===== src/rtl/twin_pwm_pkg.sv =====
package twin_pwm_pkg;
   localparam int BUS_W     = 32;
   localparam int NUM_CH    = 2;
   localparam int CH_STRIDE = 8;

   localparam int OFF_CTRL  = 'h00;
   localparam int OFF_STAT  = 'h04;
   localparam int OFF_DMAC  = 'h08;
   localparam int OFF_RNG0  = 'h10;
   localparam int OFF_DAT0  = 'h14;
   localparam int OFF_CH_STEP = 'h10;

   localparam int B_RUN  = 0;
   localparam int B_IDLE = 3;
   localparam int B_INV  = 4;
   localparam int B_FCLR = 6;
   localparam int B_MS   = 7;

   typedef struct packed {
      logic run;
      logic ms_sel;
      logic invert;
      logic idle_lvl;
   } chan_drive_t;
endpackage


===== src/rtl/twin_pwm_regs.sv =====
module twin_pwm_regs
   import twin_pwm_pkg::*;
#(
   parameter int ADDR_W = 8,
   parameter int CNT_W  = 32
) (
   input  logic                           clk,
   input  logic                           rst_n,
   input  logic                           bus_sel,
   input  logic                           bus_wr,
   input  logic [ADDR_W-1:0]              bus_addr,
   input  logic [BUS_W-1:0]               bus_wdata,
   output logic [BUS_W-1:0]               bus_rdata,
   output chan_drive_t [NUM_CH-1:0]       drv,
   output logic [NUM_CH-1:0][CNT_W-1:0]   rng,
   output logic [NUM_CH-1:0][CNT_W-1:0]   dat
);
   localparam int CTRL_W = NUM_CH * CH_STRIDE;
   localparam logic [CTRL_W-1:0] CTRL_KEEP =
      ~((CTRL_W'(1) << B_FCLR) | (CTRL_W'(1) << (B_FCLR + CH_STRIDE)));

   logic [CTRL_W-1:0] ctrl_q;
   logic [BUS_W-1:0]  stat_q, dmac_q;
   logic              wr_en;

   assign wr_en = bus_sel & bus_wr;

   always_ff @(posedge clk or negedge rst_n) begin
      if (!rst_n) begin
         ctrl_q <= '0;
         stat_q <= '0;
         dmac_q <= '0;
      end else if (wr_en) begin
         if (bus_addr == ADDR_W'(OFF_CTRL)) ctrl_q <= bus_wdata[CTRL_W-1:0] & CTRL_KEEP;
         if (bus_addr == ADDR_W'(OFF_STAT)) stat_q <= bus_wdata;
         if (bus_addr == ADDR_W'(OFF_DMAC)) dmac_q <= bus_wdata;
      end
   end

   for (genvar c = 0; c < NUM_CH; c++) begin : g_ch
      localparam int RNG_OFF = OFF_RNG0 + c * OFF_CH_STEP;
      localparam int DAT_OFF = OFF_DAT0 + c * OFF_CH_STEP;

      always_ff @(posedge clk or negedge rst_n) begin
         if (!rst_n) begin
            rng[c] <= '0;
            dat[c] <= '0;
         end else if (wr_en) begin
            if (bus_addr == ADDR_W'(RNG_OFF)) rng[c] <= bus_wdata[CNT_W-1:0];
            if (bus_addr == ADDR_W'(DAT_OFF)) dat[c] <= bus_wdata[CNT_W-1:0];
         end
      end

      assign drv[c].run      = ctrl_q[c*CH_STRIDE + B_RUN];
      assign drv[c].ms_sel   = ctrl_q[c*CH_STRIDE + B_MS];
      assign drv[c].invert   = ctrl_q[c*CH_STRIDE + B_INV];
      assign drv[c].idle_lvl = ctrl_q[c*CH_STRIDE + B_IDLE];
   end

   always_comb begin
      bus_rdata = '0;
      if (bus_addr == ADDR_W'(OFF_CTRL)) bus_rdata = BUS_W'(ctrl_q);
      if (bus_addr == ADDR_W'(OFF_STAT)) bus_rdata = stat_q;
      if (bus_addr == ADDR_W'(OFF_DMAC)) bus_rdata = dmac_q;
      for (int c = 0; c < NUM_CH; c++) begin
         if (bus_addr == ADDR_W'(OFF_RNG0 + c * OFF_CH_STEP)) bus_rdata = BUS_W'(rng[c]);
         if (bus_addr == ADDR_W'(OFF_DAT0 + c * OFF_CH_STEP)) bus_rdata = BUS_W'(dat[c]);
      end
   end

   // action bits and the upper half of the control word never read back
   assert_ctrl_rsvd_R3: assert property (@(posedge clk) disable iff (!rst_n)
      (bus_addr == ADDR_W'(OFF_CTRL)) |->
         (bus_rdata[B_FCLR] == 1'b0 && bus_rdata[B_FCLR+CH_STRIDE] == 1'b0 &&
          bus_rdata[BUS_W-1:CTRL_W] == '0));

   // a control write lands in storage on the next cycle
   assert_ctrl_store_R2: assert property (@(posedge clk) disable iff (!rst_n)
      (wr_en && bus_addr == ADDR_W'(OFF_CTRL)) |=>
         (ctrl_q == ($past(bus_wdata[CTRL_W-1:0]) & CTRL_KEEP)));
endmodule


===== src/rtl/twin_pwm_chan.sv =====
module twin_pwm_chan
   import twin_pwm_pkg::*;
#(
   parameter int CNT_W = 32
) (
   input  logic             clk,
   input  logic             rst_n,
   input  chan_drive_t      drv,
   input  logic [CNT_W-1:0] rng_in,
   input  logic [CNT_W-1:0] dat_in,
   output logic             pwm
);
   localparam int SUM_W = CNT_W + 1;

   logic [CNT_W-1:0] cnt, acc, act_rng, act_dat;
   logic [CNT_W-1:0] r_use, d_use, d_eff, acc_base, cnt_nx, acc_nx;
   logic [SUM_W-1:0] sum;
   logic             boundary, level, idle;

   assign boundary = (cnt == '0);
   assign r_use    = boundary ? rng_in : act_rng;
   assign d_use    = boundary ? dat_in : act_dat;
   assign d_eff    = (d_use > r_use) ? r_use : d_use;
   assign acc_base = boundary ? '0 : acc;
   assign sum      = {1'b0, acc_base} + {1'b0, d_eff};
   assign idle     = drv.idle_lvl ^ drv.invert;

   always_comb begin
      level  = 1'b0;
      acc_nx = '0;
      cnt_nx = '0;
      if (r_use != '0) begin
         cnt_nx = (cnt == r_use - 1'b1) ? '0 : cnt + 1'b1;
         if (drv.ms_sel) begin
            level = (cnt < d_eff);
         end else begin
            level  = (sum >= {1'b0, r_use});
            acc_nx = level ? CNT_W'(sum - {1'b0, r_use}) : CNT_W'(sum);
         end
      end
   end

   always_ff @(posedge clk or negedge rst_n) begin
      if (!rst_n) begin
         cnt     <= '0;
         acc     <= '0;
         act_rng <= '0;
         act_dat <= '0;
         pwm     <= 1'b0;
      end else if (!drv.run) begin
         cnt     <= '0;
         acc     <= '0;
         act_rng <= rng_in;
         act_dat <= dat_in;
         pwm     <= idle;
      end else begin
         cnt <= cnt_nx;
         acc <= acc_nx;
         if (boundary) begin
            act_rng <= r_use;
            act_dat <= d_use;
         end
         pwm <= (r_use == '0) ? idle : (level ^ drv.invert);
      end
   end

   // period position stays below the latched range
   assert_cnt_in_range_R4: assert property (@(posedge clk) disable iff (!rst_n)
      (act_rng != '0) |-> (cnt < act_rng));

   // accumulator residue stays below the latched range
   assert_acc_bound_R5: assert property (@(posedge clk) disable iff (!rst_n)
      (acc == '0) || (acc < act_rng));

   // a stopped channel drives its idle level
   assert_stopped_idle_R8: assert property (@(posedge clk) disable iff (!rst_n)
      (!drv.run) |=> (pwm == $past(drv.idle_lvl ^ drv.invert)));

   // zero range at a period start holds the idle level
   assert_zero_range_R7: assert property (@(posedge clk) disable iff (!rst_n)
      (drv.run && boundary && rng_in == '0) |=> (pwm == $past(idle)));

   // latched settings hold inside a period
   assert_mid_period_hold_R10: assert property (@(posedge clk) disable iff (!rst_n)
      (drv.run && !boundary) |=> (act_dat == $past(act_dat) && act_rng == $past(act_rng)));
endmodule


===== src/rtl/twin_pwm.sv =====
module twin_pwm
   import twin_pwm_pkg::*;
#(
   parameter int ADDR_W = 8,
   parameter int CNT_W  = 32
) (
   input  logic              clk,
   input  logic              rst_n,
   input  logic              bus_sel,
   input  logic              bus_wr,
   input  logic [ADDR_W-1:0] bus_addr,
   input  logic [31:0]       bus_wdata,
   output logic [31:0]       bus_rdata,
   output logic [1:0]        pwm_out
);
   localparam int TOP_OFF = OFF_DAT0 + (NUM_CH - 1) * OFF_CH_STEP;

   if (CNT_W < 1 || CNT_W > BUS_W) begin : g_bad_cnt
      $error("twin_pwm: CNT_W must lie in 1..32");
   end
   if ((1 << ADDR_W) <= TOP_OFF) begin : g_bad_addr
      $error("twin_pwm: ADDR_W too small for the register map");
   end

   chan_drive_t [NUM_CH-1:0]       drv;
   logic [NUM_CH-1:0][CNT_W-1:0]   rng, dat;

   twin_pwm_regs #(.ADDR_W(ADDR_W), .CNT_W(CNT_W)) u_regs (
      .clk       (clk),
      .rst_n     (rst_n),
      .bus_sel   (bus_sel),
      .bus_wr    (bus_wr),
      .bus_addr  (bus_addr),
      .bus_wdata (bus_wdata),
      .bus_rdata (bus_rdata),
      .drv       (drv),
      .rng       (rng),
      .dat       (dat)
   );

   for (genvar c = 0; c < NUM_CH; c++) begin : g_chan
      twin_pwm_chan #(.CNT_W(CNT_W)) u_chan (
         .clk    (clk),
         .rst_n  (rst_n),
         .drv    (drv[c]),
         .rng_in (rng[c]),
         .dat_in (dat[c]),
         .pwm    (pwm_out[c])
      );
   end
endmodule


===== config.mk =====
export PLATFORM = sky130hd
export DESIGN_NAME = twin_pwm
export DESIGN_NICKNAME = d
export VERILOG_FILES = /design/src/rtl/twin_pwm_pkg.sv /design/src/rtl/twin_pwm_regs.sv /design/src/rtl/twin_pwm_chan.sv /design/src/rtl/twin_pwm.sv
export SDC_FILE = /design/constraint.sdc
export NUM_CORES = 1
export LEC_CHECK = 0
export ABC_AREA = 1
export BUFFER_PORTS_ARGS = -buffer_cell sky130_fd_sc_hd__buf_2
export CAP_MARGIN = 20
export CORE_ASPECT_RATIO = 1.1
export CORE_MARGIN = 1
export CORE_UTILIZATION = 55
export CTS_CLUSTER_SIZE = 10
export DETAILED_ROUTE_END_ITERATION = 8
export PLACE_DENSITY = 0.71
export SYNTH_ARGS = -nofsm -noshare
export SYNTH_HDL_FRONTEND = slang
export SYNTH_SLANG_ARGS = --single-unit

===== constraint.sdc =====
create_clock -name clk -period 9.6 [get_ports clk]
set_input_delay 0.96 -clock clk [delete_from_list [all_inputs] [get_ports clk]]
set_output_delay 0.96 -clock clk [all_outputs]
set_load 0.02 [all_outputs]

# Word-level counts from Yosys, hierarchy flattened
# Index checks and enable logic that the tools add are counted.
# word_totals
elab_cells,105
ff_bits,464
in_bits,44
output_inout_bits,34
# op_classes
eq_ne,10
magnitude_cmp,6
n_reduce_logical,14
addsub,8
muxes,45
n_bitwise,5
# op_table
op,count
$mux 32,36
$logic_not 32->1,4
$add 32x32->33,2
$ge 33x32->1,2
$add 32x1->32 const B,2
$eq 32x32->1,2
$gt 32x32->1,2
$lt 32x32->1,2
$reduce_bool 32->1,2
$sub 32x1->32 const B,2
$sub 32x32->32,2
$eq 8x5->1 const B,2
$eq 8x6->1 const B,2
$mux 16,1
$reduce_and 2->1,7
$eq 8x3->1 const B,1
$eq 8x4->1 const B,1
$logic_not 8->1,1
$mux 1,8
$ne 2x1->1 const B,2
$xor 1x1->1,4
$and 1x1->1,1

# Longest topological paths before layout
# Gate-level depths: netlist of run 1.
# logic_depth
depth_word,11
depth_mapped,61
mapped_depth_nobuf,57

# By module
# From an unflattened synthesis of run 1, not the netlist that was laid out.
# hier_totals
hier_cells,5181
area_unflattened_um2,35944.5
# modules_own_cells
module,area_each_um2,cells_each,n_inst,seq_area_each_um2
twin_pwm_chan (g_chan[1].u_chan),13593.0,2086,1,3228.1
twin_pwm_chan (g_chan[0].u_chan),13249.0,2002,1,3228.1
twin_pwm_regs,9102.5,1093,1,5154.9

# Worst setup path after synthesis of run 1
# No wires, ideal clock.
# synth_path
path_type,register to register
from,register g_chan[1].u_chan.cnt[0]
to,register g_chan[1].u_chan.acc[23]
path_buffers,7
setup_slack_ns,1.135
path_stages_with_launch,48
setup_ns,0.077
arrival_time_ns,8.387
required_time_ns,9.523
cell_sequence,dfrtp_1 > inv_1 > ha_1 > nand4_1 > nor2_1 > nand2_1 > nor2_4 > buf_6 > buf_6 > clkbuf_1 > clkbuf_1 > a21oi_1 > ha_1 > nand4_1 > or3_1 > nor4_1 > and2_1 > nand2_1 > [12 not listed] > a21oi_1 > o21ai_0 > a21boi_0 > o21ai_0 > a21boi_0 > inv_1 > a21oi_1 > xnor2_1 > ha_1 > nand2_1 > or4_1 > nor4_1 > a221oi_1 > nand2_1 > clkbuf_1 > clkbuf_1 > o21ai_0 > a21oi_1
# synth_between
elab_chain_len,10
elab_cells_between_ends,14
classes_between,2 x add/sub; 2 x order compare; 8 x mux; 2 x reduce/logical
# synth_lines
item,line_no,rtl
"start, declared",twin_pwm_chan.sv:15,"logic [CNT_W-1:0] cnt, acc, act_rng, act_dat;"
"start signal, assigned",twin_pwm_chan.sv:57,cnt <= cnt_nx;
$logic_not 32->1 *,twin_pwm_chan.sv:20,assign boundary = (cnt == '0);
"$mux 32, on equally long branches","twin_pwm_chan.sv:22, twin_pwm_chan.sv:21",
$gt 32x32->1,twin_pwm_chan.sv:23,assign d_eff = (d_use > r_use) ? r_use : d_use;
$mux 32,twin_pwm_chan.sv:23,
$add 32x32->33,twin_pwm_chan.sv:25,"assign sum = {1'b0, acc_base} + {1'b0, d_eff};"
$sub 32x32->32 or $ge 33x32->1 (tied branches),"twin_pwm_chan.sv:38, twin_pwm_chan.sv:37",
$mux 32,twin_pwm_chan.sv:38,"acc_nx = level ? CNT_W'(sum - {1'b0, r_use}) : CNT_W'(sum);"
$mux 32,twin_pwm_chan.sv:34,if (drv.ms_sel) begin
$mux 32 *,twin_pwm_chan.sv:32,if (r_use != '0) begin
$mux 32 *,twin_pwm_chan.sv:50,end else if (!drv.run) begin
"end signal, assigned",twin_pwm_chan.sv:58,acc <= acc_nx;
"end, declared",twin_pwm_chan.sv:15,
# Mark *: on every way between the ends. The rest lies on a longest branch, timed or not.
# A chain may end at the register's enable or synchronous reset.

# Final worst setup path of run 1
# layout_path
from,register g_chan[0].u_chan.cnt[0]
to,register g_chan[0].u_chan.acc[0]
# layout_between
elab_chain_len,10
elab_cells_between_ends,14
classes_between,2 x add/sub; 2 x order compare; 8 x mux; 2 x reduce/logical
# layout_lines
item,line_no
"start, declared",twin_pwm_chan.sv:15
"start signal, assigned",twin_pwm_chan.sv:57
$logic_not 32->1 *,twin_pwm_chan.sv:20
"$mux 32, on equally long branches","twin_pwm_chan.sv:22, twin_pwm_chan.sv:21"
$gt 32x32->1,twin_pwm_chan.sv:23
$mux 32,twin_pwm_chan.sv:23
$add 32x32->33,twin_pwm_chan.sv:25
$sub 32x32->32 or $ge 33x32->1 (tied branches),"twin_pwm_chan.sv:38, twin_pwm_chan.sv:37"
$mux 32,twin_pwm_chan.sv:38
$mux 32,twin_pwm_chan.sv:34
$mux 32 *,twin_pwm_chan.sv:32
$mux 32 *,twin_pwm_chan.sv:50
"end signal, assigned",twin_pwm_chan.sv:58
"end, declared",twin_pwm_chan.sv:15
# Marked as above.

==> impl_results.md, run 1 <==
* IO buf count at 77
* Static Leakage at 18.24 nW
* Mux cell area share after synthesis at 0
* First-pass GRT wire length at 158000 µm
* Antenna violations before repair at 2
* Post-DR vias/cell at 5.662
* Reg-to-Reg Start: g_chan[0].u_chan.cnt[0]$_DFF_PN0_
* Status: finished clean
* Chip height at 261.6 µm
* Cell mode on critical path: nand2_1
* Simple-gate share of the synthesized area at 0.2270
* CTS tree: yes
* Asr flop ratio synth at 1.000
* Post-Route WL at 102700 µm
* FF+latch area at 11610 µm²
* Final setup vio count at 0
* EDFF count, synth at 0
* Die width at 238.0 µm
* Vias in the first global route at 28390
* Dpl ws at 0.3188 ns
* Placer Congestion at 1.005
* Worst Setup End Kind: flop
* Fmax achieved at 0.1119 GHz
* Io pins at 78
* CTS Root Cell: clkbuf_16
* Clk slew on worst S/H paths at 0.06 ns
* Number of cells on the worst reg-to-reg path at 46
* Clock sinks at 464
* Initial core utilization at 0.5597
* CP peak stage delay at 0.42 ns
* Psw at 0.002467 W
* Sequential share of the synthesized area at 0.3445
* Critical path class: reg2reg
* Synthesized area at 33700 µm²
* Synth-to-layout area growth at 9.304%
* YS warnings at 0
* Fin. max-slew vios at 0
* Clock network fraction of total power at 0.303
* CP startpoint: g_chan[0].u_chan.cnt[0]$_DFF_PN0_
* Crit path DAT at 9.45 ns
* Detail Route Antenna Nets at 0
* CTS Buf Count at 55
* Fin Clk Skew at 0.06516 ns
* Sequential share of power at 0.321
* Full die area at 62270 µm²
* Syn Inst Count at 4576
* Adder-cell share of the synthesized area at 0.09742
* Share of layout cells above drive strength 1 at 0.08027
* Min setup slack post-route at 0.6597 ns
* #FFs+latches synth at 464
* Post-synth cell types at 63
* RSZ-0062 raised after global routing: false
* First-iteration detailed-routing DRC count at 2784
* Max-cap viol count at 0
* Htree depth at 2
* Final period util at 0.9313
* Main combinational cell family by area after synthesis: simple AND/OR/NAND/NOR gates
* Post-synth net total at 4880
* Routed WL per cell at 18.75 µm
* Int Power at 0.003899 W
* Least-Margin Pin Slew at 1.003 ns
* Site Rows at 94
* Sw frac at 0.3876
* Synth Area in Compound Gates at 0.1699
* Tightest Hold Check Type: in2async
* Worst-Skew Late Latency at 0.67 ns
* FILL cells at 5554
* Crit path max-delay cell type: or3_1
* Max transition margin at 0.3316
* Post-Synth XOR/XNOR Area at 0.07255
* Area of the multi-input gates at 19150 µm²
* Ys flop type: dfrtp_1
* Clock Path Buffers at 3
* DRC Markers at 0
* Max VDD drop at 0.1664 mV
* Final layout net count at 4945
* Final Hold Violating Endpoints at 0
* Worst setup SP type: flop
* Antenna Diode Count at 0
* CP Max Fanout at 38
* Comb pwr share at 0.376
* DPL Wire Length at 78310 µm
* CORE AREA at 60220 µm²
* First drt pass iteration count at 6
* Synth Area per Inst at 7.365 µm²
* Total track usage at 0.3267
* Setup TNS at 0 ns
* Power density over the cells at 172.8 nW/µm²
* Largest net degree at the start of global routing at 152
* GRT overflow at 0
* Minimum clock period at 8.940 ns
* DR vias at 31000
* CP required at 10.11 ns
==> kinds of logic (layout without fill, tap and decap cells) <==
kind of cell | count (synthesis) | count (layout)
adder cells (fa/ha/maj) | 260 | 260
AO/OA/AOI/OAI | 1038 | 1038
XOR/XNOR | 276 | 276
buffers and inverters | 753 | 836
AND/OR/NAND/NOR | 1785 | 1785
flip-flops | 464 | 464
==> power groups by stage <==
stage / sequential [W] / clock (W) / combinational (W)
floorplan: 0.00206 / 0 / 0.00164
global placement: 0.00207 / 0 / 0.00231
detailed placement: 0.00207 / 0 / 0.00232
CTS: 0.00204 / 0.00195 / 0.00234
global route: 0.00204 / 0.00203 / 0.00263
finish: 0.00204 / 0.00193 / 0.00239
==> registers in the layout, indices dropped and copies added, names as in the netlist <==
| signal | count |
|---|---|
| g_chan.u_chan.pwm | 2 |
| u_regs.dat | 64 |
| u_regs.stat_q | 32 |
| g_chan.u_chan.act_rng | 64 |
| g_chan.u_chan.acc | 64 |
| u_regs.dmac_q | 32 |
| g_chan.u_chan.act_dat | 64 |
| g_chan.u_chan.cnt | 64 |
| u_regs.rng | 64 |
| u_regs.ctrl_q | 14 |
==> worst max-delay path: cells and delay by family, from the launching register on <==
family	cells	cell delay, ns
AOI/OAI and AO/OA	16	3.02
xor gates and xnor gates	1	0.17
adders and majority gates	5	1.47
buffers and inverters	7	1.31
DFF	1	0.40
and+or+nand+nor	17	2.36
==> synth_stat cells (51+ instances only) <==
cell / instances / area (µm²)
xnor2_1: 63 / 551.8
o21ai_0: 538 / 2693
nand2_1: 970 / 3641
xor2_1: 211 / 1848
dfrtp_1: 464 / 11610
nand3_1: 115 / 575.6
nand4_1: 72 / 450.4
clkbuf_1: 133 / 499.2
ha_1: 256 / 3203
a21oi_1: 309 / 1546
inv_1: 536 / 2012
nor2_1: 448 / 1682
nand3b_1: 51 / 382.9
==> routing by layer <==
metal / track usage / up-vias / part of all wire
li1: - / 15160 / -
met1: 0.4384 / 14460 / 0.42
met2: 0.5144 / 1142 / 0.45
met3: 0.05683 / 244 / 0.080
met4: 0.1569 / 2 / 0.049
met5: 0 / - / 0.00013
==> final cells by class <==
class / instances / area share
clock inverters: 9 / 0.003329
clock buffers: 66 / 0.03984
multi-input cells: 3359 / 0.5198
flip-flops and latches: 464 / 0.3152
repair buffers: 182 / 0.03512
inverters: 579 / 0.05900
well taps: 816 / 0.02772
==> cell usage in the layout (no fill, tap or decap), types with 19 or more instances in the layout <==
cell       synthesis  layout
buf_4              3      98
a211oi_1          21      21
clkbuf_16          0      55
inv_1            536     536
nor4_1            30      29
nand3_1          115     115
dfrtp_1          464     464
a21oi_1          309     309
nand4_1           72      72
a221oi_1          26      26
buf_2             15      76
nor2_1           448     448
nor3_1            35      35
nand3b_1          51      51
ha_1             256     256
nand2_1          970     960
nand2_2           11      19
xnor2_1           63      63
inv_2             34      34
o21ai_1           22      24
xor2_1           211     211
o21ai_0          538     536
==> final timing paths <==
kind                                                 endpoint  slack [ns]
max                         g_chan[0].u_chan.acc[0]$_DFF_PN0_        0.66
min                         g_chan[0].u_chan.acc[3]$_DFF_PN0_        0.38
max reg2reg                 g_chan[0].u_chan.acc[0]$_DFF_PN0_        0.66
min reg2reg                     u_regs.dmac_q[27]$_DFFE_PN0P_        0.48
max in group asynchronous  g_chan[1].u_chan.cnt[30]$_DFF_PN0_        7.35
min in group clk                u_regs.dmac_q[27]$_DFFE_PN0P_        0.48
==> what timing repair did <==
item                                    CTS  global route
hold buffers                              0             0
resized for setup                         0             8
endpoints found under the setup margin    0            66
setup buffers                             0             3
==> metrics by stage <==
stage               hold WS [ns]  power, W  utilization  cells  instance area [µm²]
CTS                       0.4669  0.006326       0.6098   5469                36720
global route              0.4954  0.006700       0.6117   5475                36840
finish                    0.3786  0.006366       0.6117   5475                36840
floorplan                 0.4530  0.003701            -   4576                33700
global placement          0.4657  0.004377       0.5830   5393                35110
detailed placement        0.4733  0.004393       0.5834   5394                35130
No activity file was read; power rests on OpenSTA's default activity.
==> inputs of run 2 (changes only) <==
--- a/config.mk
+++ b/config.mk
@@ -8,12 +8,16 @@
 export ABC_AREA = 1
 export BUFFER_PORTS_ARGS = -buffer_cell sky130_fd_sc_hd__buf_2
 export CAP_MARGIN = 20
+export CELL_PAD_IN_SITES_DETAIL_PLACEMENT = 1
+export CELL_PAD_IN_SITES_GLOBAL_PLACEMENT = 2
 export CORE_ASPECT_RATIO = 1.1
 export CORE_MARGIN = 1
-export CORE_UTILIZATION = 55
+export CORE_UTILIZATION = 38
 export CTS_CLUSTER_SIZE = 10
 export DETAILED_ROUTE_END_ITERATION = 8
-export PLACE_DENSITY = 0.71
+export MAX_ROUTING_LAYER = met4
+export PLACE_DENSITY_LB_ADDON = 0.1
+export SLEW_MARGIN = 20
 export SYNTH_ARGS = -nofsm -noshare
 export SYNTH_HDL_FRONTEND = slang
 export SYNTH_SLANG_ARGS = --single-unit
==> run 2 against run 1 <==
Via count up 2.1%. Global-route usage down 3.0 points. Final cell count up 8.7%. Critical path depth down 3. Combinational power up 15%. Sequential power about the same. Clock skew down 0.0087 ns. Design area up 4.6%. Utilization down 17 points. Sequential share of layout area down 1.4 points. Total power up 9.6%. Routed wire length up 26%. Largest power group unchanged.
==> impl_results.md, run 2 (same netlist as run 1, synthesis figures left out) <==
* CP peak stage delay at 0.58 ns
* GRT overflow at 0
* Critical path class: reg2reg
* IO buf count at 77
* Min setup slack post-route at 0.7286 ns
* Non-Filler Instances at 5949
* Placer Congestion at 0.9399
* Die width at 285.9 µm
* Largest net degree at the start of global routing at 152
* Crit path DAT at 9.38 ns
* Clock Path Buffers at 3
* Commonest non-fill, non-tap cells in the layout: nand2_1 (957), inv_1 (536), o21ai_0 (518)
* Fin. max-slew vios at 0
* CTS Root Cell: clkbuf_16
* Max transition margin at 0.3094
* Synth-to-layout area growth at 14.33%
* Static Leakage at 18.96 nW
* Setup TNS at 0 ns
* Final layout net count at 5059
* DR vias at 31640
* Status: finished clean
* CTS Buf Count at 59
* First drt pass iteration count at 5
* First-iteration detailed-routing DRC count at 1720
* Max VDD drop at 0.3549 mV
* DPL Wire Length at 101600 µm
* Minimum clock period at 8.871 ns
* Commonest non-fill, non-tap cell in the layout: nand2_1
* Routed WL per cell at 21.83 µm
* Tightest Hold Check Type: in2async
* Antenna violations before repair at 0
* CP required at 10.10 ns
* Core Util, Final at 0.4385
* Crit path max-delay cell type: xor2_1
* Post-DR vias/cell at 5.319
* Worst-Skew Late Latency at 0.68 ns
* Least-Margin Pin Slew at 1.033 ns
* Post-Route WL at 129900 µm
* Antenna Diode Count at 0
* Vias in the first global route at 32630
* Final instance area at 38530 µm²
* Critical path's top delay family: simple AND/OR/NAND/NOR gates
* Chip height at 314.3 µm
* CP Max Fanout at 59
* Final Hold Violating Endpoints at 0
* DRC Markers at 0
* Max-cap viol count at 0
* Site Rows at 114
* CTS tree: yes
* Final period util at 0.9241
* Io pins at 78
* Dpl ws at -0.3565 ns
* Full die area at 89880 µm²
* Worst setup SP type: flop
* Power density over the cells at 181.0 nW/µm²
* Fmax achieved at 0.1127 GHz
* Clk slew on worst S/H paths at 0.06 ns
* Final setup vio count at 0
* Detail Route Antenna Nets at 0
* Fin Clk Skew at 0.05644 ns
* Initial core utilization at 0.3836
* CORE AREA at 87860 µm²
* Htree depth at 2
* Top Layer Used: met4
* Met1 WL at 56230 µm
* Share of layout cells above drive strength 1 at 0.1105
* Total track usage at 0.2964
* Wire length on met3 at 3679 µm
* Bufs and invs on worst path at 5
* Cell mode on critical path: nand2_1
* DP Area at 36440 µm²
* Clock sinks at 464
* Cells after DPL at 5847
* Worst Setup End Kind: flop
* First-pass GRT wire length at 197900 µm
* CTS hold repair buffers at 0
* Met2 WL at 64980 µm
[run 2: changes by cell type in the layout (fill, tap and decap cells not counted), sizes merged]
cell	change
buf	+107
clkbuf	+21
clkinv	-2
inv	+3
bufinv	+1
[run 2: routing by layer]
metal  vias to the layer above  global-route usage
met4                         0             0.09650
met5                         -                   -
li1                      15390                   -
met2                       446              0.5167
met1                     15620              0.3580
met3                       185             0.02899
[run 2: final cells by class]
cell class	count	area, µm²
well taps	1160	1451
clock inverters	11	133.9
flip-flops and latches	464	11610
inverters	579	2173
repair buffers	292	2170
fillers	11010	49330
multi-input cells	3359	19280
clock buffers	84	1710
[run 2: final timing paths]
check	from	end	slack, ns	depth (start not counted)
worst max-delay path	g_chan[1].u_chan.cnt[1]$_DFF_PN0_	g_chan[1].u_chan.acc[27]$_DFF_PN0_	0.73	43
worst min-delay path	rst_n	g_chan[0].u_chan.acc[5]$_DFF_PN0_	0.29	1
worst max register to register	g_chan[1].u_chan.cnt[1]$_DFF_PN0_	g_chan[1].u_chan.acc[27]$_DFF_PN0_	0.73	43
worst min register to register	u_regs.dmac_q[25]$_DFFE_PN0P_	u_regs.dmac_q[25]$_DFFE_PN0P_	0.48	2
max in group asynchronous	rst_n	g_chan[1].u_chan.act_rng[24]$_DFFE_PN0P_	7.22	3
min in group clk	u_regs.dmac_q[25]$_DFFE_PN0P_	u_regs.dmac_q[25]$_DFFE_PN0P_	0.48	2
[run 2: report_power, final]
part	leakage (nW)	total, W	switching (W)	internal (W)
clock	0.907	0.00219	0.000939	0.00125
combinational	11.6	0.00274	0.00180	0.000941
sequential	6.45	0.00204	0.0000364	0.00200
[run 2: repair_timing]
item | CTS | global route
endpoints found under the setup margin | 33 | 66
pin swaps | 0 | 4
gates resized for setup | 3 | 54
gates cloned | 0 | 3
buffers inserted | 0 | 4
[run 2: worst reg2reg max path: cells and delay by family (launching register included)]
| family | cells | cell delay, ns |
|---|---|---|
| buffers and inverters | 5 | 0.72 |
| AND/OR/NAND/NOR | 21 | 3.00 |
| XOR/XNOR | 2 | 0.82 |
| AO/OA/AOI/OAI | 11 | 2.41 |
| adder cells (fa/ha/maj) | 4 | 1.37 |
| flip-flops | 1 | 0.42 |
[run 2: metrics by stage]
step,hold slack (ns),power (W)
after floorplan,0.4530,0.003701
after global placement,0.4655,0.004633
after detailed placement,0.4730,0.004646
after CTS,0.2932,0.006865
after global routing,0.3213,0.007350
final,0.2898,0.006975
